## src/rtl/tmr_oc_pkg.sv

```systemverilog
package tmr_oc_pkg;
  typedef enum logic [2:0] {
    OC_HOLD   = 3'd0,
    OC_SET    = 3'd1,
    OC_CLEAR  = 3'd2,
    OC_TOGGLE = 3'd3,
    OC_LOW    = 3'd4,
    OC_HIGH   = 3'd5,
    OC_PWM_A  = 3'd6,
    OC_PWM_B  = 3'd7
  } oc_mode_e;
endpackage

```

## src/rtl/tmr_oc_counter.sv

```systemverilog
module tmr_oc_counter #(
  parameter int W = 16
) (
  input  logic         clk_i,
  input  logic         rst_ni,
  input  logic         en_i,
  input  logic         down_i,
  input  logic [W-1:0] reload_i,
  output logic [W-1:0] cnt_q_o,
  output logic [W-1:0] cnt_d_o,
  output logic         wrap_o
);
  localparam logic [W-1:0] Zero = '0;
  localparam logic [W-1:0] One  = W'(1);

  logic [W-1:0] cnt_q, cnt_d;
  logic         wrap_d, wrap_q;

  always_comb begin
    cnt_d  = cnt_q;
    wrap_d = 1'b0;
    if (en_i) begin
      if (down_i) begin
        wrap_d = (cnt_q == Zero);
        cnt_d  = wrap_d ? reload_i : cnt_q - One;
      end else begin
        // >= keeps a lowered reload from running the full range
        wrap_d = (cnt_q >= reload_i);
        cnt_d  = wrap_d ? Zero : cnt_q + One;
      end
    end
  end

  always_ff @(posedge clk_i or negedge rst_ni) begin
    if (!rst_ni) begin
      cnt_q  <= '0;
      wrap_q <= 1'b0;
    end else begin
      cnt_q  <= cnt_d;
      wrap_q <= wrap_d;
    end
  end

  assign cnt_q_o = cnt_q;
  assign cnt_d_o = cnt_d;
  assign wrap_o  = wrap_q;
endmodule

```

## src/rtl/tmr_oc_compare.sv

```systemverilog
module tmr_oc_compare #(
  parameter int W = 16
) (
  input  logic         en_i,
  input  logic         down_i,
  input  logic [W-1:0] cnt_next_i,
  input  logic [W-1:0] cmp_i,
  output logic         match_o,
  output logic         pwm_lvl_o
);
  assign match_o   = en_i && (cnt_next_i == cmp_i);
  // Up: active below compare; down: active at or below compare
  assign pwm_lvl_o = down_i ? (cnt_next_i <= cmp_i) : (cnt_next_i < cmp_i);
endmodule

```

## src/rtl/tmr_oc_prep.sv

```systemverilog
module tmr_oc_prep
  import tmr_oc_pkg::*;
(
  input  logic       clk_i,
  input  logic       rst_ni,
  input  logic [2:0] mode_i,
  input  logic       match_i,
  input  logic       pwm_lvl_i,
  output logic       prep_o
);
  oc_mode_e mode;
  logic     prep_q, prep_d;

  assign mode = oc_mode_e'(mode_i);

  always_comb begin
    prep_d = prep_q;
    unique case (mode)
      OC_HOLD:   prep_d = prep_q;
      OC_SET:    if (match_i) prep_d = 1'b1;
      OC_CLEAR:  if (match_i) prep_d = 1'b0;
      OC_TOGGLE: if (match_i) prep_d = ~prep_q;
      OC_LOW:    prep_d = 1'b0;
      OC_HIGH:   prep_d = 1'b1;
      OC_PWM_A:  prep_d = pwm_lvl_i;
      OC_PWM_B:  prep_d = ~pwm_lvl_i;
      default:   prep_d = prep_q;
    endcase
  end

  always_ff @(posedge clk_i or negedge rst_ni) begin
    if (!rst_ni) prep_q <= 1'b0;
    else         prep_q <= prep_d;
  end

  assign prep_o = prep_q;
endmodule

```

## src/rtl/tmr_oc_chan.sv

```systemverilog
module tmr_oc_chan #(
  parameter int W = 16
) (
  input  logic         clk_i,
  input  logic         rst_ni,
  input  logic         cnt_en_i,
  input  logic         dir_down_i,
  input  logic [W-1:0] reload_i,
  input  logic [W-1:0] cmp_i,
  input  logic [2:0]   mode_i,
  output logic         prep_o,
  output logic         wrap_o
);
  logic [W-1:0] cnt_q, cnt_d;
  logic         match, pwm_lvl;

  tmr_oc_counter #(.W(W)) u_cnt (
    .clk_i    (clk_i),
    .rst_ni   (rst_ni),
    .en_i     (cnt_en_i),
    .down_i   (dir_down_i),
    .reload_i (reload_i),
    .cnt_q_o  (cnt_q),
    .cnt_d_o  (cnt_d),
    .wrap_o   (wrap_o)
  );

  tmr_oc_compare #(.W(W)) u_cmp (
    .en_i       (cnt_en_i),
    .down_i     (dir_down_i),
    .cnt_next_i (cnt_d),
    .cmp_i      (cmp_i),
    .match_o    (match),
    .pwm_lvl_o  (pwm_lvl)
  );

  tmr_oc_prep u_prep (
    .clk_i     (clk_i),
    .rst_ni    (rst_ni),
    .mode_i    (mode_i),
    .match_i   (match),
    .pwm_lvl_i (pwm_lvl),
    .prep_o    (prep_o)
  );
endmodule

```

## config.mk

```make
export PLATFORM = sky130hd
export DESIGN_NAME = tmr_oc_chan
export DESIGN_NICKNAME = d
export VERILOG_FILES = /design/src/rtl/tmr_oc_pkg.sv /design/src/rtl/tmr_oc_counter.sv /design/src/rtl/tmr_oc_compare.sv /design/src/rtl/tmr_oc_prep.sv /design/src/rtl/tmr_oc_chan.sv
export SDC_FILE = /design/constraint.sdc
export NUM_CORES = 1
export LEC_CHECK = 0
export ABC_AREA = 0
export ABC_CLOCK_PERIOD_IN_PS = 9200
export BUFFER_PORTS_ARGS = -buffer_cell sky130_fd_sc_hd__buf_4
export CAP_MARGIN = 25
export CORE_MARGIN = 2
export CORE_UTILIZATION = 25
export CTS_BUF_LIST = sky130_fd_sc_hd__clkbuf_4 sky130_fd_sc_hd__clkbuf_8
export CTS_CLUSTER_SIZE = 16
export DETAILED_ROUTE_END_ITERATION = 16
export GPL_TIMING_DRIVEN = 0
export PLACE_DENSITY = 0.49
export RECOVER_POWER = 25
export SKIP_CTS_REPAIR_TIMING = 1
export SYNTH_ARGS = -nofsm -noshare
export SYNTH_HDL_FRONTEND = slang
export SYNTH_SLANG_ARGS = --single-unit
```

## constraint.sdc

```tcl
create_clock -name clk_i -period 9.2 [get_ports clk_i]
set_input_delay 2.3 -clock clk_i [delete_from_list [all_inputs] [get_ports clk_i]]
set_output_delay 2.3 -clock clk_i [all_outputs]
set_load 0.02 [all_outputs]
```

==> results_dict.tcl, run 1 <==
set metrics [dict create \
    status "finished, final reports clean" \
    grt_pass1_wl_mm 12.72 \
    p_sw_uw 301.3 \
    drc 0 \
    cts_tree "yes" \
    yosysMostFrequentCell "inv_1" \
    gp_congestion 0.8786 \
    swShare_pct 49.95 \
    drt_iter0_drc 152 \
    clk-insertion-delay-late_ps 240 \
    synth_top_flop_cell "dfrtp_1" \
    hold_end "u_prep.prep_o" \
    grt_setup_unrepaired "false" \
    final_cell_area_um2 2983 \
    power_density_nw_per_um2 202.2 \
    grt_max_degree 19 \
    cp_max_fo 10 \
    area.sequential_um2 450.4 \
    grtUsageTotal_pct 14.46 \
    total_power_uw 603.2 \
    async_flop_share_pct 100.0 \
    antenna_left 0 \
    start_util_pct 25.55 \
    grt.busiest_layer "met2" \
    reg2reg_to "u_prep.prep_o" \
    die-width_um 103.7 \
    hpwl_mm 6.541 \
    hold_depth 2 \
    fin_util_pct 30.66 \
    min_path_type "reg2reg" \
    synth_area_leaders "dfrtp_1 18%, ha_1 17%, inv_1 5.9%, nand3_1 4.8%, a21oi_1 4.6%" \
    place_area_um2 2945 \
    power_frac_comb_pct 65.5 \
    cts_sinks 18 \
    critical-path-max-stage-delay_ps 710 \
    slew_violations 0 \
    io_pins 41 \
    synth_seq_area_share_pct 18.12 \
    fin_skew_ps 2.390 \
    startpoint "reload_i[15]" \
    drive_gt1_share_pct 14.40 \
    p_clk_share_pct 8.3 \
    max-slew-margin-rel_pct 38.61 \
    peakVddDrop_v 0.00005291 \
    synth_nets 406 \
    synth_common_cells "39 x inv_1, 34 x ha_1, 27 x nand2_1" \
    io_buffers 39 \
    htreeDepth 1 \
    holdCritStartpoint "u_prep.prep_o" \
    rr_worst_depth 14 \
    cts-buffers-inserted 3 \
    period_minus_slack_ps 6152 \
    nets 450 \
    min_period_over_period_pct 66.87 \
    pwr-share-seq_pct 26.2 \
    multi_input_area_um2 1809 \
    worst_path_most_repeated_cell "ha_1" \
    routed_wl_mm 7.714 \
    cts_root_buffer "clkbuf_8" \
    synth.top_cell.area_share_pct 18.12 \
    ys_ff_latch 18 \
    syn_avg_cell_area_um2 7.466 \
    fin_tns_setup_ps 0 \
    worstPathCellList "buf_4 -> inv_1 -> ha_1 -> nand4_1 -> a2111oi_0 -> nand2_1 -> o22ai_1 -> nand2b_1 -> o2bb2ai_1 -> ha_1 -> nand3_1 -> nor4_1 -> a21boi_0 -> o31a_1 -> o32a_1 -> o211ai_1" \
    dieArea_um2 10760 \
    syn_inst 333 \
    viasPerCell 4.988 \
    cts_buffer_depth 2 \
    gr-total-overflow 0 \
    cp-start-kind "input pin" \
    r2r-start "u_cnt.cnt_q_o[15]" \
    route.vias.total 2534 \
    cp.required_ps 9320 \
    wire_per_inst_um 15.19 \
    clk_pin_slew_worst_paths_ps 60 \
    grt.met3_usage_pct 1.007 \
    worstMarginPinSlew_ps 920.9 \
    num_rows 36 \
    synth_warnings 0 \
    critPathSlowestCell "o22ai_1" \
    cap_violations 0 \
    core-area_um2 9729 \
    crit_path_end_kind "flop" \
    synth_cell_types 60 \
    power_leakage_uw 0.001398 \
    finalHoldViolations 0 \
    netlist_area_um2 2486 \
    die_h_um 103.7 \
    area_growth_pct 19.98 \
    antenna_found_initial 0 \
    path_class "in2reg" \
    grtUsageMet1_pct 21.04 \
    regToRegSetupSlack_ps 4710 \
    synth_top_cell_by_area "dfrtp_1" \
    setup_violations 0 \
    first_global_vias 2422 \
    met2_usage_pct 23.75 \
    synth_edf_count 0 \
    first_pass_iters 4 \
    intPower_uw 301.9 \
    insertedDiodeCount 0 \
    fmax_ghz 0.1625 \
    critPathArrivalTime_ps 6270 \
    fill_cells 1114 \
]
worst max path at each step:
stage          slack [ps]       endpoint  cells past startpoint
2_1_floorplan        3810  u_prep.prep_o                     15
6_report             3050  u_prep.prep_o                     16
3_3_place_gp         2830  u_prep.prep_o                     16
4_1_cts              2920  u_prep.prep_o                     16
3_5_place_dp         2670  u_prep.prep_o                     16
5_1_grt              2610  u_prep.prep_o                     16
registers in the layout, summed over array words and instances, names as in the netlist:
name	cells
u_cnt.cnt_q_o	16
u_cnt.wrap_o	1
u_prep.prep_o	1
kinds of logic after synthesis:
| family | count (synthesis) | share of synthesized area [%] |
|---|---|---|
| buffers and inverters | 55 | 9.109 |
| AND/OR/NAND/NOR | 122 | 25.92 |
| multiplexers | 6 | 2.516 |
| AO/OA/AOI/OAI | 93 | 25.47 |
| adder cells (fa/ha/maj) | 34 | 17.11 |
| XOR/XNOR | 5 | 1.762 |
| flip-flops | 18 | 18.12 |
placed cells by master, fill, tap and decap left out, drive strengths merged, types with 2 or more instances in the layout:
cell,Yosys,layout
o32ai,5,5
o31ai,3,3
o221ai,3,3
a31oi,2,2
o22ai,3,3
and2,3,3
nor3,13,13
o21a,4,4
o211ai,3,3
xnor2,3,3
a21boi,2,2
inv,39,39
and3,4,4
and4,4,4
nand2,27,27
buf,7,45
o21ai,18,18
ha,34,34
a211o,2,2
or3,2,2
nor2,22,22
nor4,5,5
a2bb2oi,2,2
dfrtp,18,18
a211oi,3,3
nand4,10,10
nor2b,2,2
xor2,2,2
a21o,6,6
mux2i,4,4
nand3,24,24
clkbuf,8,12
mux2,2,2
nand2b,5,5
o2bb2ai,2,2
a21oi,23,23
per-stage QoR:
step,setup slack (ps),hold slack [ps],std cells
after CTS,2916,667.4,508
after floorplan,3809,625.4,333
after global routing,2605,767.1,508
after detailed placement,2674,650.2,505
final,3048,666.9,508
after global placement,2831,641.1,505
power by group through the flow:
stage,combinational (µW),clock (µW),sequential (µW)
floorplan,291,0,144
global placement,388,0,159
detailed placement,395,0,158
CTS,397,52.7,156
global route,450,58.9,163
finish,395,49.9,158
worst max-delay path, delay by kind of cell:
kind,cells,cell delay [ps]
simple gates,5,1120
buf+inv,2,130
compound gates,7,2040
fa+ha+maj,2,690
layout make-up:
| class | instances | share of cell area, % |
|---|---|---|
| tap | 133 | 5.579 |
| inverter | 40 | 5.034 |
| clock buffer | 3 | 1.384 |
| buffer | 15 | 2.559 |
| multi-input combinational | 260 | 60.65 |
| timing repair buffer | 39 | 9.690 |
| sequential | 18 | 15.10 |
layer usage:
metal  up-vias  share of wire [%]  wire length (µm)
met5         -                  0                 0
met4         0               0.49                38
met3         4                5.5               428
met2        73                 46              3549
met1      1140                 48              3698
li1       1317                  -                 -
Note: power is estimated with default switching activity, not from simulation.
==> inputs of run 2 (changes only) <==
--- a/config.mk
+++ b/config.mk
@@ -5,8 +5,8 @@
 export SDC_FILE = /design/constraint.sdc
 export NUM_CORES = 1
 export LEC_CHECK = 0
-export ABC_AREA = 0
-export ABC_CLOCK_PERIOD_IN_PS = 9200
+export ABC_AREA = 1
+export ABC_CLOCK_PERIOD_IN_PS = 5700
 export BUFFER_PORTS_ARGS = -buffer_cell sky130_fd_sc_hd__buf_4
 export CAP_MARGIN = 25
 export CORE_MARGIN = 2
@@ -15,7 +15,7 @@
 export CTS_CLUSTER_SIZE = 16
 export DETAILED_ROUTE_END_ITERATION = 16
 export GPL_TIMING_DRIVEN = 0
-export PLACE_DENSITY = 0.49
+export PLACE_DENSITY = 0.48
 export RECOVER_POWER = 25
 export SKIP_CTS_REPAIR_TIMING = 1
 export SYNTH_ARGS = -nofsm -noshare
==> constraint.sdc (replaced) <==
create_clock -name clk_i -period 5.7 [get_ports clk_i]
set_input_delay 1.425 -clock clk_i [delete_from_list [all_inputs] [get_ports clk_i]]
set_output_delay 1.425 -clock clk_i [all_outputs]
set_load 0.02 [all_outputs]
==> results_dict.tcl, run 2 <==
set metrics [dict create \
    async_flop_share_pct 100.0 \
    synth_cell_types 35 \
    worst-path-buf-inv 5 \
    synth_xor_area_share_pct 3.012 \
    grt_pass1_wl_mm 14.65 \
    grtUsageTotal_pct 14.30 \
    insertedDiodeCount 0 \
    gr-total-overflow 0 \
    crit_path_end_kind "flop" \
    synth_top_flop_cell "dfrtp_1" \
    power_leakage_uw 0.001886 \
    core-area_um2 11370 \
    nets 583 \
    max-slew-margin-rel_pct 34.66 \
    p_sw_uw 454.2 \
    die_h_um 111.8 \
    synth_warnings 0 \
    whs_ps 592.1 \
    dieArea_um2 12510 \
    critPathArrivalTime_ps 4410 \
    synth_edf_count 0 \
    power_density_nw_per_um2 259.6 \
    syn_avg_cell_area_um2 6.253 \
    cp-start-kind "input pin" \
    synth_area_leaders "nand2_1 16%, dfrtp_1 15%, ha_1 15%, inv_1 9.4%, nand3_1 9.1%" \
    finalHoldViolations 0 \
    grt_max_degree 19 \
    first_global_vias 3040 \
    p_clk_share_pct 9.9 \
    antenna_left 0 \
    viasPerCell 4.596 \
    intPower_uw 434.9 \
    clk-insertion-delay-late_ps 250 \
    min_period_over_period_pct 74.73 \
    yosysMostFrequentCell "nand2_1" \
    synth_seq_area_share_pct 15.49 \
    first_pass_iters 4 \
    area_growth_pct 17.77 \
    swShare_pct 51.08 \
    drt_iter0_drc 148 \
    worstMarginPinSlew_ps 980.1 \
    io_buffers 40 \
    cap_violations 0 \
    place_area_um2 3387 \
    synth.top_cell.area_share_pct 15.88 \
    route.vias.total 2992 \
    final_common_cell "nand2_1" \
    pwr-share-seq_pct 22.3 \
    crit_family "simple AND/OR/NAND/NOR gates" \
    cts-buffers-inserted 3 \
    total_power_uw 889.1 \
    synth_compound_area_share_pct 9.552 \
    setup_violations 0 \
    largest_reg_flops 16 \
    gp_congestion 0.9381 \
    syn_inst 465 \
    cts_sinks 18 \
    synthMuxAreaShare_pct 0 \
    cp_max_fo 10 \
    num_rows 39 \
    fin_skew_ps 2.772 \
    netlist_area_um2 2908 \
    synth_nets 538 \
    critPathSlowestCell "nor3_1" \
    peakVddDrop_v 0.00008518 \
    worstPathCellList "buf_4 -> inv_1 -> ha_1 -> nand2_1 -> inv_1 -> nand3_1 -> nor3_1 -> nand3_1 -> nand3_1 -> nand2_1 -> buf_6 -> nand3_1 -> nand2_1 -> ha_1 -> nand2_1 -> nor2_1 -> nand4_1 -> nor2_1 -> a21oi_1 -> nor2_1 -> nand3_1 -> nand2_1 -> inv_1" \
    cts_root_buffer "clkbuf_8" \
    synth_common_cells "123 x nand2_1, 73 x inv_1, 53 x nand3_1" \
    hpwl_mm 7.404 \
    htreeDepth 1 \
    antenna_found_initial 0 \
    cp.required_ps 5850 \
    fmax_ghz 0.2348 \
    synthAdderAreaFrac_pct 14.63 \
    ys_ff_latch 18 \
    grt_setup_unrepaired "false" \
    path_class "in2reg" \
    min_path_type "reg2reg" \
    status "finished, final reports clean" \
    clk_pin_slew_worst_paths_ps 70 \
    drc 0 \
    final_cell_mix "123 x nand2_1, 73 x inv_1, 53 x nand3_1, 44 x nor2_1, 41 x buf_4" \
    synth_top_cell_by_area "nand2_1" \
    fin_tns_setup_ps 0 \
    io_pins 41 \
    cts_buffer_depth 2 \
    period_minus_slack_ps 4259 \
    final_cells 651 \
    start_util_pct 25.57 \
    critical-path-max-stage-delay_ps 380 \
    cts_tree "yes" \
    synth_top_family_by_area "simple AND/OR/NAND/NOR gates" \
    final_cell_area_um2 3425 \
    place_inst 648 \
    routed_wl_mm 8.770 \
    die-width_um 111.8 \
    drive_gt1_share_pct 16.14 \
    wire_per_inst_um 13.47 \
    slew_violations 0 \
    power_frac_comb_pct 67.8 \
    synth-simple-area-share_pct 43.16 \
]
## run 2: changes by cell type in the layout (fill, tap and decap cells not counted), sizes merged, moves of 6 or more
cell,previous run,this run
a21oi,23,29
nand2,27,130
xor2,2,8
nor2,22,57
buf,45,51
inv,39,73
nand3,24,53
## run 2: cell families (layout without fill, tap and decap cells)
logic type,count (synthesis),in the layout
adder cells (fa/ha/maj),34,34
AND/OR/NAND/NOR,263,263
XOR/XNOR,10,10
flip-flops,18,18
AO/OA/AOI/OAI,50,50
buffers and inverters,90,133
## run 2: worst paths after layout
check,from,to,slack [ps],depth (start not counted)
worst min-delay path,u_prep.prep_o,u_prep.prep_o,590,4
worst max register to register,u_cnt.cnt_q_o[15],u_prep.prep_o,2230,21
worst min register to register,u_prep.prep_o,u_prep.prep_o,590,4
worst max-delay path,reload_i[14],u_prep.prep_o,1440,23
max in group asynchronous,rst_ni,u_cnt.wrap_o,3800,1
min in group asynchronous,rst_ni,u_cnt.cnt_q_o[3],1310,1
## run 2: layout make-up
cell class	count	area, µm²
fill	1284	7945
multi-input combinational	357	2046
sequential	18	450.4
timing repair buffer	40	296.5
inverter	73	274.0
tap	143	178.9
buffer	17	137.6
clock buffer	3	41.29
## run 2: metal layers
| layer | up-vias | track usage (%) | part of all wire, % |
|---|---|---|---|
| met2 | 40 | 25.09 | 48 |
| met3 | 15 | 1.198 | 2.2 |
| li1 | 1582 | - | - |
| met4 | 0 | 4.527 | 2.3 |
| met5 | - | 0 | 0 |
| met1 | 1355 | 18.58 | 48 |
## run 2: worst reg2reg max path: cells and delay by family (launching register included)
| kind | cells | cell delay [ps] |
|---|---|---|
| flip-flops | 1 | 460 |
| AO/OA/AOI/OAI | 1 | 100 |
| adder cells (fa/ha/maj) | 2 | 630 |
| buffers and inverters | 3 | 290 |
| AND/OR/NAND/NOR | 15 | 1880 |
## run 2: power groups by stage
| stage | Clock [µW] | Combinational (µW) | Sequential [µW] |
|---|---|---|---|
| after floorplan | 0 | 460 | 189 |
| after global placement | 0 | 597 | 201 |
| after detailed placement | 0 | 606 | 200 |
| after CTS | 92.8 | 609 | 198 |
| after global routing | 97.4 | 688 | 203 |
| final | 88.0 | 603 | 198 |
## run 2: per-stage QoR
step                setup WS, ps  utilization (%)
CTS                         1348            30.15
detailed placement          1092            29.79
finish                      1441            30.12
floorplan                   1968                -
global route                1022            30.12
global placement            1111            29.79
==> inputs of run 3 (changes only) <==
--- a/config.mk
+++ b/config.mk
@@ -6,7 +6,7 @@
 export NUM_CORES = 1
 export LEC_CHECK = 0
 export ABC_AREA = 1
-export ABC_CLOCK_PERIOD_IN_PS = 5700
+export ABC_CLOCK_PERIOD_IN_PS = 4230
 export BUFFER_PORTS_ARGS = -buffer_cell sky130_fd_sc_hd__buf_4
 export CAP_MARGIN = 25
 export CORE_MARGIN = 2
==> constraint.sdc (replaced) <==
create_clock -name clk_i -period 4.23 [get_ports clk_i]
set_input_delay 1.0575 -clock clk_i [delete_from_list [all_inputs] [get_ports clk_i]]
set_output_delay 1.0575 -clock clk_i [all_outputs]
set_load 0.02 [all_outputs]
==> results_dict.tcl, run 3 (synthesis results as in run 2) <==
set metrics [dict create \
    status "finished, final reports clean" \
    hold_depth 4 \
    cts_sinks 18 \
    max-slew-margin-rel_pct 35.23 \
    htreeDepth 1 \
    area_growth_pct 17.94 \
    area.sequential_um2 450.4 \
    cts_tree "yes" \
    final_cell_mix "123 x nand2_1, 73 x inv_1, 53 x nand3_1, 44 x nor2_1, 41 x buf_4" \
    cp.required_ps 4380 \
    insertedDiodeCount 0 \
    place_inst 648 \
    critPathArrivalTime_ps 3970 \
    critical-path-max-stage-delay_ps 320 \
    multi_input_area_um2 2051 \
    core-area_um2 11370 \
    io_buffers 40 \
    die_h_um 111.8 \
    cp_max_fo 10 \
    antenna_found_initial 0 \
    clk-insertion-delay-late_ps 250 \
    viasPerCell 4.630 \
    largest_reg_flops 16 \
    nets 583 \
    grt_max_degree 19 \
    period_minus_slack_ps 3822 \
    num_rows 39 \
    routed_wl_mm 8.762 \
    start_util_pct 25.57 \
    drc 0 \
    grtUsageTotal_pct 14.30 \
    route.top_layer_used "met4" \
    worstMarginPinSlew_ps 971.5 \
    whs_ps 592.1 \
    wl_met2_mm 4.112 \
    route.vias.total 3014 \
    reg2reg_to "u_prep.prep_o" \
    min_path_type "reg2reg" \
    first_global_vias 3040 \
    wire_per_inst_um 13.46 \
    dieArea_um2 12510 \
    finalHoldViolations 0 \
    drive_gt1_share_pct 16.34 \
    worstPathCellList "buf_4 -> inv_1 -> ha_1 -> nand2_1 -> inv_1 -> nand3_1 -> nor3_2 -> nand3_1 -> nand3_1 -> nand2_1 -> buf_6 -> nand3_1 -> nand2_1 -> ha_1 -> nand2_1 -> nor2_1 -> nand4_1 -> nor2_1 -> a21oi_1 -> nor2_1 -> nand3_1 -> nand2_1 -> inv_1" \
    wirelength_met1_mm 4.126 \
    cts_root_buffer "clkbuf_8" \
    grt_pass1_wl_mm 14.65 \
    fmax_ghz 0.2617 \
    path_class "in2reg" \
    hpwl_mm 7.404 \
    slew_violations 0 \
    io_pins 41 \
    routed-wl-met3_um 255 \
    crit_path_end_kind "flop" \
    antenna_left 0 \
    final_common_cell "nand2_1" \
    power_density_nw_per_um2 349.8 \
    clk_pin_slew_worst_paths_ps 70 \
    final_cells 651 \
    peakVddDrop_v 0.0001147 \
    min_period_over_period_pct 90.34 \
    gp_congestion 0.9381 \
    rr_worst_depth 21 \
    first_pass_iters 4 \
    power_leakage_uw 0.001886 \
    drt_iter0_drc 151 \
    r2r-start "u_cnt.cnt_q_o[15]" \
    cts_buffer_depth 2 \
    cp-start-kind "input pin" \
    gr-total-overflow 0 \
    cap_violations 0 \
    die-width_um 111.8 \
    cts-buffers-inserted 3 \
    regToRegSetupSlack_ps 830 \
    hold_end "u_prep.prep_o" \
    setup_violations 0 \
    holdCritStartpoint "u_prep.prep_o" \
    grt_setup_unrepaired "false" \
    fin_skew_ps 2.783 \
    critPathSlowestCell "nor3_2" \
    fill_cells 1284 \
]
[run 3: worst max path at each step]
stage	to	startpoint	cells past startpoint
floorplan	u_prep.prep_o	reload_i[15]	22
detailed placement	u_prep.prep_o	reload_i[14]	23
global placement	u_prep.prep_o	reload_i[15]	23
finish	u_prep.prep_o	reload_i[14]	23
global route	u_prep.prep_o	reload_i[15]	23
CTS	u_prep.prep_o	reload_i[14]	23
[run 3: critical path: cells and delay by family]
family          cells  cell delay, ps
compound gates      1             100
simple gates       15            1810
fa+ha+maj           2             560
buf+inv             5             430
[run 3: power by group]
| group | internal, µW | switching [µW] |
|---|---|---|
| Sequential | 214 | 53.3 |
| Combinational | 309 | 504 |
| Clock | 63.3 | 56.1 |
[run 3: area by class of cell]
| type | count | share of cell area (%) |
|---|---|---|
| multi-input cells | 357 | 59.80 |
| flip-flops and latches | 18 | 13.13 |
| repair buffers | 40 | 8.646 |
| inverters | 73 | 7.990 |
| well taps | 143 | 5.217 |
| plain buffers | 17 | 4.013 |
| clock buffers | 3 | 1.204 |
[run 3: per-stage QoR]
stage	TNS (ps)	instance area (µm²)	setup WS [ps]	util (%)	power [µW]
3_3_place_gp	0	3387	8.836	29.79	1076
3_5_place_dp	-10.48	3387	-10.48	29.79	1086
6_report	0	3430	408.4	30.16	1200
4_1_cts	0	3428	245.2	30.15	1212
2_1_floorplan	0	2908	865.3	-	874.3
5_1_grt	0	3430	44.61	30.16	1334
[run 3: routing by layer]
metal  vias to the layer above  track usage (%)
met5                         -                0
met4                         0            4.527
met3                        18            1.198
met2                        55            25.09
met1                      1360            18.58
li1                       1581                -
